**config.mk**
```make
export PLATFORM = sky130hd
export DESIGN_NAME = mbus_cycle_ctrl
export DESIGN_NICKNAME = d
export VERILOG_FILES = /design/src/rtl/mbus_pkg.sv /design/src/rtl/mbus_seq.sv /design/src/rtl/mbus_cyc_regs.sv /design/src/rtl/mbus_pin_drive.sv /design/src/rtl/mbus_cycle_ctrl.sv
export SDC_FILE = /design/constraint.sdc
export NUM_CORES = 1
export LEC_CHECK = 0
export BUFFER_PORTS_ARGS = -buffer_cell sky130_fd_sc_hd__buf_2
export CAP_MARGIN = 40
export CORE_UTILIZATION = 50
export DETAILED_ROUTE_END_ITERATION = 16
export PLACE_DENSITY_LB_ADDON = 0.25
export SYNTH_ARGS = -nofsm -noshare
export SYNTH_HDL_FRONTEND = slang
export SYNTH_SLANG_ARGS = --single-unit
```
**constraint.sdc**
```tcl
create_clock -name clk -period 5.6 [get_ports clk]
set_clock_uncertainty 0.15 [all_clocks]
set_input_delay 0.28 -clock clk [delete_from_list [all_inputs] [get_ports clk]]
set_output_delay 0.28 -clock clk [all_outputs]
set_load 0.005 [all_outputs]
```
**src/rtl/mbus_pkg.sv**
```systemverilog
package mbus_pkg;

  typedef enum logic [2:0] {
    ST_IDLE,
    ST_T1,
    ST_T2,
    ST_T3,
    ST_TW,
    ST_T4,
    ST_HOLD
  } bus_st_e;

  typedef struct packed {
    logic ale;
    logic rd_n;
    logic wr_n;
    logic io_sel;
    logic dir_tx;
    logic xcvr_en;
    logic ad_oe;
    logic ctl_oe;
  } strobe_t;

  // idle or last state of a cycle: the only places a new owner may take over
  function automatic logic at_boundary(bus_st_e s);
    return (s == ST_IDLE) || (s == ST_T4);
  endfunction

  // states where the selected strobe is low
  function automatic logic strobe_low(bus_st_e s);
    return (s == ST_T2) || (s == ST_T3) || (s == ST_TW);
  endfunction

  // states after the address phase of a running cycle
  function automatic logic data_phase(bus_st_e s);
    return strobe_low(s) || (s == ST_T4);
  endfunction

  function automatic bus_st_e step(bus_st_e s, logic hold_req, logic start, logic ready);
    bus_st_e n;
    case (s)
      ST_IDLE, ST_T4: begin
        if (hold_req)   n = ST_HOLD;
        else if (start) n = ST_T1;
        else            n = ST_IDLE;
      end
      ST_T1:          n = ST_T2;
      ST_T2:          n = ST_T3;
      ST_T3, ST_TW:   n = ready ? ST_T4 : ST_TW;
      ST_HOLD:        n = hold_req ? ST_HOLD : ST_IDLE;
      default:        n = ST_IDLE;
    endcase
    return n;
  endfunction

  function automatic strobe_t decode(bus_st_e s, logic wr, logic io);
    strobe_t r;
    r = '0;
    r.rd_n   = 1'b1;
    r.wr_n   = 1'b1;
    r.ctl_oe = 1'b1;
    case (s)
      ST_T1: begin
        r.ale    = 1'b1;
        r.io_sel = io;
        r.dir_tx = wr;
        r.ad_oe  = 1'b1;
      end
      ST_T2, ST_T3, ST_TW: begin
        r.io_sel  = io;
        r.dir_tx  = wr;
        r.rd_n    = wr;
        r.wr_n    = ~wr;
        r.xcvr_en = 1'b1;
        r.ad_oe   = wr;
      end
      ST_T4: begin
        r.io_sel  = io;
        r.dir_tx  = wr;
        r.xcvr_en = wr;
        r.ad_oe   = wr;
      end
      ST_HOLD: r.ctl_oe = 1'b0;
      default: ;
    endcase
    return r;
  endfunction

endpackage

```
**src/rtl/mbus_seq.sv**
```systemverilog
module mbus_seq
  import mbus_pkg::*;
(
  input  logic    clk,
  input  logic    rst,
  input  logic    req_valid,
  input  logic    hold_req,
  input  logic    ready,
  output bus_st_e st,
  output logic    req_ready,
  output logic    cyc_start,
  output logic    use_boot,
  output logic    rd_capture,
  output logic    hold_grant
);

  logic    boot_pend;
  logic    go;
  bus_st_e st_nxt;

  assign go         = at_boundary(st) && !hold_req;
  assign use_boot   = go && boot_pend;
  assign req_ready  = go && !boot_pend;
  assign cyc_start  = go && (boot_pend || req_valid);
  assign hold_grant = at_boundary(st) && hold_req;
  assign rd_capture = ((st == ST_T3) || (st == ST_TW)) && ready;

  always_comb begin
    st_nxt = step(st, hold_req, boot_pend || req_valid, ready);
  end

  always_ff @(posedge clk) begin
    if (rst) begin
      st        <= ST_IDLE;
      boot_pend <= 1'b1;
    end else begin
      st <= st_nxt;
      if (use_boot) boot_pend <= 1'b0;
    end
  end

endmodule

```
**src/rtl/mbus_cyc_regs.sv**
```systemverilog
module mbus_cyc_regs #(
  parameter int             AW        = 20,
  parameter int             DW        = 8,
  parameter logic [AW-1:0]  RESET_VEC = AW'(20'hFFFF0)
) (
  input  logic          clk,
  input  logic          rst,
  input  logic          cyc_start,
  input  logic          use_boot,
  input  logic [AW-1:0] req_addr,
  input  logic [DW-1:0] req_wdata,
  input  logic          req_wr,
  input  logic          req_io,
  input  logic          rd_capture,
  input  logic [DW-1:0] ad_i,
  output logic [AW-1:0] cur_addr,
  output logic [DW-1:0] cur_wdata,
  output logic          cur_wr,
  output logic          cur_io,
  output logic [DW-1:0] rsp_data
);

  always_ff @(posedge clk) begin
    if (rst) begin
      cur_addr  <= '0;
      cur_wdata <= '0;
      cur_wr    <= 1'b0;
      cur_io    <= 1'b0;
      rsp_data  <= '0;
    end else begin
      if (cyc_start) begin
        if (use_boot) begin
          cur_addr  <= RESET_VEC;
          cur_wdata <= '0;
          cur_wr    <= 1'b0;
          cur_io    <= 1'b0;
        end else begin
          cur_addr  <= req_addr;
          cur_wdata <= req_wdata;
          cur_wr    <= req_wr;
          cur_io    <= req_io;
        end
      end
      if (rd_capture && !cur_wr) rsp_data <= ad_i;
    end
  end

endmodule

```
**src/rtl/mbus_pin_drive.sv**
```systemverilog
module mbus_pin_drive
  import mbus_pkg::*;
#(
  parameter int AW = 20,
  parameter int DW = 8
) (
  input  bus_st_e       st,
  input  logic [AW-1:0] cur_addr,
  input  logic [DW-1:0] cur_wdata,
  input  logic          cur_wr,
  input  logic          cur_io,
  output logic [AW-1:0] ad_o,
  output logic          ad_oe,
  output logic          ale,
  output logic          rd_n,
  output logic          wr_n,
  output logic          io_sel,
  output logic          dir_tx,
  output logic          ctl_oe,
  output logic          xcvr_en,
  output logic          hold_ack,
  output logic          rsp_valid
);

  strobe_t s;

  always_comb begin
    s = decode(st, cur_wr, cur_io);
  end

  assign ale       = s.ale;
  assign rd_n      = s.rd_n;
  assign wr_n      = s.wr_n;
  assign io_sel    = s.io_sel;
  assign dir_tx    = s.dir_tx;
  assign ctl_oe    = s.ctl_oe;
  assign xcvr_en   = s.xcvr_en;
  assign ad_oe     = s.ad_oe;
  assign hold_ack  = (st == ST_HOLD);
  assign rsp_valid = (st == ST_T4) && !cur_wr;

  always_comb begin
    ad_o = '0;
    if (st == ST_T1)                   ad_o = cur_addr;
    else if (cur_wr && data_phase(st)) ad_o = AW'(cur_wdata);
  end

endmodule

```
**src/rtl/mbus_cycle_ctrl.sv**
```systemverilog
module mbus_cycle_ctrl
  import mbus_pkg::*;
#(
  parameter int            AW        = 20,
  parameter int            DW        = 8,
  parameter logic [AW-1:0] RESET_VEC = AW'(20'hFFFF0)
) (
  input  logic          clk,
  input  logic          rst,
  input  logic          req_valid,
  output logic          req_ready,
  input  logic [AW-1:0] req_addr,
  input  logic [DW-1:0] req_wdata,
  input  logic          req_wr,
  input  logic          req_io,
  output logic          rsp_valid,
  output logic [DW-1:0] rsp_data,
  input  logic          ready,
  input  logic          hold_req,
  output logic          hold_ack,
  output logic [AW-1:0] ad_o,
  output logic          ad_oe,
  input  logic [DW-1:0] ad_i,
  output logic          ale,
  output logic          rd_n,
  output logic          wr_n,
  output logic          io_sel,
  output logic          dir_tx,
  output logic          ctl_oe,
  output logic          xcvr_en
);

  bus_st_e       st;
  logic          cyc_start;
  logic          use_boot;
  logic          rd_capture;
  logic          hold_grant;
  logic [AW-1:0] cur_addr;
  logic [DW-1:0] cur_wdata;
  logic          cur_wr;
  logic          cur_io;

  // named events for the checker
  logic in_data;
  logic in_t3w;
  assign in_data = data_phase(st);
  assign in_t3w  = (st == ST_T3) || (st == ST_TW);

  mbus_seq u_seq (
    .clk        (clk),
    .rst        (rst),
    .req_valid  (req_valid),
    .hold_req   (hold_req),
    .ready      (ready),
    .st         (st),
    .req_ready  (req_ready),
    .cyc_start  (cyc_start),
    .use_boot   (use_boot),
    .rd_capture (rd_capture),
    .hold_grant (hold_grant)
  );

  mbus_cyc_regs #(.AW(AW), .DW(DW), .RESET_VEC(RESET_VEC)) u_regs (
    .clk        (clk),
    .rst        (rst),
    .cyc_start  (cyc_start),
    .use_boot   (use_boot),
    .req_addr   (req_addr),
    .req_wdata  (req_wdata),
    .req_wr     (req_wr),
    .req_io     (req_io),
    .rd_capture (rd_capture),
    .ad_i       (ad_i),
    .cur_addr   (cur_addr),
    .cur_wdata  (cur_wdata),
    .cur_wr     (cur_wr),
    .cur_io     (cur_io),
    .rsp_data   (rsp_data)
  );

  mbus_pin_drive #(.AW(AW), .DW(DW)) u_pins (
    .st        (st),
    .cur_addr  (cur_addr),
    .cur_wdata (cur_wdata),
    .cur_wr    (cur_wr),
    .cur_io    (cur_io),
    .ad_o      (ad_o),
    .ad_oe     (ad_oe),
    .ale       (ale),
    .rd_n      (rd_n),
    .wr_n      (wr_n),
    .io_sel    (io_sel),
    .dir_tx    (dir_tx),
    .ctl_oe    (ctl_oe),
    .xcvr_en   (xcvr_en),
    .hold_ack  (hold_ack),
    .rsp_valid (rsp_valid)
  );

endmodule

```
* Word level (Yosys, flattened, before mapping)
Cells that the tools add are included.
Storage, ports and cells: bits in registers 42, output and inout bits 39, input bits 43, logic and storage cells 54
Cells by class: muxes and demuxes 17, reductions and logical operators 23, bitwise logic cells 1, eq/ne operators 6
Operator list (number):
- $mux 20 | 2
- $mux 8 | 2
- $pmux 3 s5 | 1
- $eq 3x3->1 const B | 3
- $logic_and 1x1->1 | 8
- $eq 3x2->1 const B | 2
- $logic_or 1x1->1 | 6
- $mux 1 | 6
- $mux 3 | 2
- $reduce_or 5->1 | 1
- $mux 2 | 2
- $pmux 1 s2 | 2
- $reduce_or 2->1 | 2
- $reduce_or 4->1 | 1
- $eq 3x1->1 const B | 1
- $logic_not 1->1 | 3
- $logic_not 3->1 | 1
- $reduce_or 3->1 | 1
- $not 1->1 | 1

* Depth between registers and ports, before layout
depth in word-level cells 7, depth in mapped cells 7

* Modules after synthesis
From an unflattened synthesis, not the netlist that was laid out.
Second synthesis, totals: cell total of the unflattened synthesis 273, area total of the unflattened synthesis 2508.7 um2
By module, submodules not included:
- mbus_cyc_regs | area each 1705.4 um2, cells each 168, instances 1, seq. area each 760.7 um2
- mbus_pin_drive | area each 533.0 um2, cells each 72, instances 1, seq. area each 0.0 um2
- mbus_seq | area each 270.3 um2, cells each 33, instances 1, seq. area each 80.1 um2

* Least setup slack after synthesis
No wires, ideal clock.
path type reg2reg, start register u_seq.st[0], end register u_regs.cur_wr, library setup time 0.128 ns, period minus slack after synthesis 1.798 ns, required time 5.322 ns, setup slack 3.802 ns, data arrival time 1.520 ns, stages on the path, launching flop included 8, path through dfxtp_1 > buf_6 > xor2_2 > or4_1 > buf_2 > buf_6 > a22oi_1 > nor2_1
On the way: cells in the longest elaborated chain, start to end 5, elaborated cells on any way between the ends 7, those cells by class 1 x eq/ne; 1 x mux; 5 x reduce/logical
Ends and longest elaborated chain:
- from (decl) | line mbus_seq.sv:9 | output bus_st_e st,
- from (signal assigned) | line mbus_seq.sv:37 | st <= st_nxt;
- $eq 3x3->1 or $logic_not 3->1 (tied branches)
- $logic_or 1x1->1 (*) | line mbus_pkg.sv:26 | return (s == ST_IDLE) || (s == ST_T4);
- $logic_and 1x1->1 (*) | line mbus_seq.sv:21 | assign go = at_boundary(st) && !hold_req;
- $logic_and 1x1->1 | line mbus_seq.sv:22 | assign use_boot = go && boot_pend;
- $mux 1 | line mbus_cyc_regs.sv:32 | if (use_boot) begin
- to (signal assigned) | line mbus_cyc_regs.sv:40 | cur_wr <= req_wr;
- to (decl) | line mbus_cyc_regs.sv:18 | output logic cur_wr,
Every way passes the cells marked *; elsewhere a longest branch is shown, timed or not. A chain may end at the register's enable or synchronous reset.

* Final worst setup path
start register u_seq.st[1], end output port ad_o[0]
On the way: cells in the longest elaborated chain, start to end 7, elaborated cells on any way between the ends 11, those cells by class 5 x eq/ne; 2 x mux; 4 x reduce/logical
Ends and longest elaborated chain:
- $eq 3x2->1 | line mbus_pkg.sv:31 | return (s == ST_T2) || (s == ST_T3) || (s == ST_TW);
- $logic_or 1x1->1 (2 in series) | line mbus_pkg.sv:31
- $logic_or 1x1->1 | line mbus_pkg.sv:36 | return strobe_low(s) || (s == ST_T4);
- $logic_and 1x1->1 | line mbus_pin_drive.sv:45 | else if (cur_wr && data_phase(st)) ad_o = AW'(cur_wdata);
- $mux 8 | line mbus_pin_drive.sv:45
- $mux 20 (*) | line mbus_pin_drive.sv:44 | if (st == ST_T1) ad_o = cur_addr;
- to (decl) | line mbus_cycle_ctrl.sv:21 | output logic [AW-1:0] ad_o,
Marked as above.

==> impl_metrics.yaml <==
global_route:
  grt_pass1_wl_microns: 7340
  grt_use_met3_pct: 5.98
  grt_overflow: 0
  met2_usage_pct: 41.8
  grt_most_used_layer: "met2"
  antenna_found_initial: 0
  use_met1_pct: 26.1
  first_global_vias: 1759
  grt_max_degree: 43
  grtUsageTotal_pct: 23.2
route:
  avgViaCountPerCell: 5.22
  wire_per_inst_microns: 12.4
  via_count: 1755
  ant_nets: 0
  first_iter_violations: 117
  routed_wl_microns: 4170
  drc: 0
  drtPass1Iterations: 4
clock_network:
  postCtsSetupBuffers: 0
  clockRootBuffer: "clkbuf_8"
  cts_resized: 0
  htree_levels: 2
  clk_path_buf_depth: 2
  hold_buffers: 0
  path_clk_slew_ns: 0.08
  clock-sinks: 42
  cts_buffers: 5
  cts_tree: "yes"
  clk_latency_ns: 0.29
floorplanning:
  dieHeight_microns: 63.1
  rows: 21
  io_pins: 82
  die_area_sq_um: 3980
  coreArea_sq_um: 3440
  dieWidth_microns: 63.1
  initial_utilization_pct: 54.2
power:
  total_power_w: 0.000779
  pwr_density_cell_nw_per_um2: 327
  ir_worst_vdd_uv: 167
  leakage_nw: 1.07
cells_and_area:
  nFillCells: 310
  final_cells: 336
  layout.area.seq_sq_um: 841
  layout_common_cells: "81 x buf_2, 42 x nor2_1, 42 x dfxtp_1"
  final_nets: 332
  fin_util_pct: 69.3
  n_antenna_cell: 0
  multi_input_area_sq_um: 918
  syn_to_final_growth_pct: 27.9
  drive_above_1_share_pct: 33.4
  layout_commonest_cell: "buf_2"
critical_path:
  required_ns: 5.17
  cp_num_buf_inv: 1
  crit_arrival_ns: 2.12
  crit_start: "u_seq.st[1]$_SDFF_PP0_"
  critPathTopFamily: "compound AO/OA/AOI/OAI gates"
  crit_chain: "nand2b_1 > a21boi_1 > a22o_1 > buf_2"
  crit_path_end: "ad_o[0]"
  startpoint_type: "flop"
  reg2reg_depth: 5
  cp_num_cells: 4
  reg2reg_to: "u_regs.cur_wr$_SDFFE_PP0P_"
  crit_type: "flop to output port"
  rr_startpoint: "u_seq.boot_pend$_SDFFE_PP1P_"
  path_max_fanout: 15
  end_kind: "output port"
  r2r_setup_slack_ns: 3.29
  slowest_delay_ns: 0.66
  cp_slowest_cell: "dfxtp_1"
sta:
  fin_crit_sh_pct: 45.5
  clock.fmax_ghz: 0.393
  rsz0062_at_grt: "no"
  period_needed_ns: 2.55
  setup_viol: 0
  setup_tns_ns: 0
  tightest_slew_ns: 0.813
  slew_headroom_pct: 45.4
  final_hold_viol_count: 0
  whs_ns: 0.0694
  final_max_slew_viol_count: 0
synth:
  yosys.area.top_type_share_pct: 45.1
  yosysWarnings: 0
  synth_cell_types: 31
  synthCells: 217
  syn_nets: 260
  syn_area_sq_um: 1870
  synth_top_area_cell: "dfxtp_1"
  synth_area_leaders: "dfxtp_1 45%, nor3_1 9.4%, nor2_1 8.5%, a22oi_1 5.6%, and2_1 4.7%"
  synth_area_per_cell_sq_um: 8.60
  yosysSeqAreaShare_pct: 45.1
  ys_ff_latch: 42
placed_design:
  portBuffers: 81
  gp_congestion: 0.716
  place_inst: 328
  hpwlAfterDp_microns: 2960
job:
  cap_violations: 0
outcome:
  run_status: "complete, no violations"
worst_hold_path:
  hold_path_class: "input port to flop"
-- kinds of logic after synthesis --
logic type,Yosys count,share of synthesized area [%]
XOR/XNOR,1,0.872
AND/OR/NAND/NOR,107,28.8
multiplexers,8,4.29
AO/OA/AOI/OAI,36,14.4
flip-flops,42,45.1
adder cells (fa/ha/maj),1,0.537
buffers and inverters,22,5.97
-- stage by stage --
stage	cell area, sq um	worst slack, ns
floorplan	1870	3.80
global placement	2230	3.18
detailed placement	2280	3.31
CTS	2390	3.06
global route	2390	2.85
finish	2390	3.05
-- synth_stat cells --
cell type,count
dfxtp_1,42
nor2_1,42
nor3_1,35
a22oi_1,14
and2_1,14
clkbuf_1,11
a22o_1,8
mux2i_1,8
buf_2,5
o21ai_0,4
a21oi_1,3
buf_6,3
inv_1,3
nand2_1,3
nand2b_1,3
a21o_1,2
a31oi_1,2
and3_1,2
a21boi_1,1
a21oi_4,1
maj3_1,1
nand3_1,1
nand3b_1,1
nor4_2,1
nor4_4,1
o31ai_1,1
or2_2,1
or3_1,1
or3b_2,1
or4_1,1
xor2_2,1
-- tightest hold or removal path, stage by stage --
cell and delay [ns]:
buf_2 0.07, mux2i_1 0.05, nor2_1 0.07
-- where the power goes --
group,internal [W],switching (W),total (W)
Sequential,0.000333,0.0000333,0.000366
Combinational,0.0000845,0.0000961,0.000181
Clock,0.000133,0.0000990,0.000232
-- layout make-up --
cell class,count,share of cell area (%)
clock inverters,1,1.26
multi-input cells,153,38.5
inverters,3,0.472
flip-flops and latches,42,35.2
well taps,46,2.41
clock buffers,7,3.20
repair buffers,84,18.9
-- metal layers --
metal	wire length, microns	up-vias
met5	0	-
li1	-	892
met2	1950	71
met4	71	0
met3	304	6
met1	1840	786
-- worst min-delay path by stage --
stage / start / cells past startpoint / endpoint
finish: ad_i[2] / 3 / u_regs.rsp_data[2]$_SDFFE_PP0P_
global route: req_wdata[0] / 3 / u_regs.cur_wdata[0]$_SDFFE_PP0P_
CTS: ad_i[2] / 3 / u_regs.rsp_data[2]$_SDFFE_PP0P_
detailed placement: u_regs.rsp_data[4]$_SDFFE_PP0P_ / 2 / u_regs.rsp_data[4]$_SDFFE_PP0P_
global placement: u_regs.rsp_data[1]$_SDFFE_PP0P_ / 2 / u_regs.rsp_data[1]$_SDFFE_PP0P_
floorplan: ad_i[0] / 2 / u_regs.rsp_data[0]$_SDFFE_PP0P_
-- sequential cells by signal (all words and copies together), names as in the netlist --
| register | count |
|---|---|
| u_regs.rsp_data | 8 |
| u_regs.cur_addr | 20 |
| u_regs.cur_io | 1 |
| u_seq.st | 3 |
| u_regs.cur_wdata | 8 |
| u_regs.cur_wr | 1 |
| u_seq.boot_pend | 1 |
No activity file was read; power rests on OpenSTA's default activity.
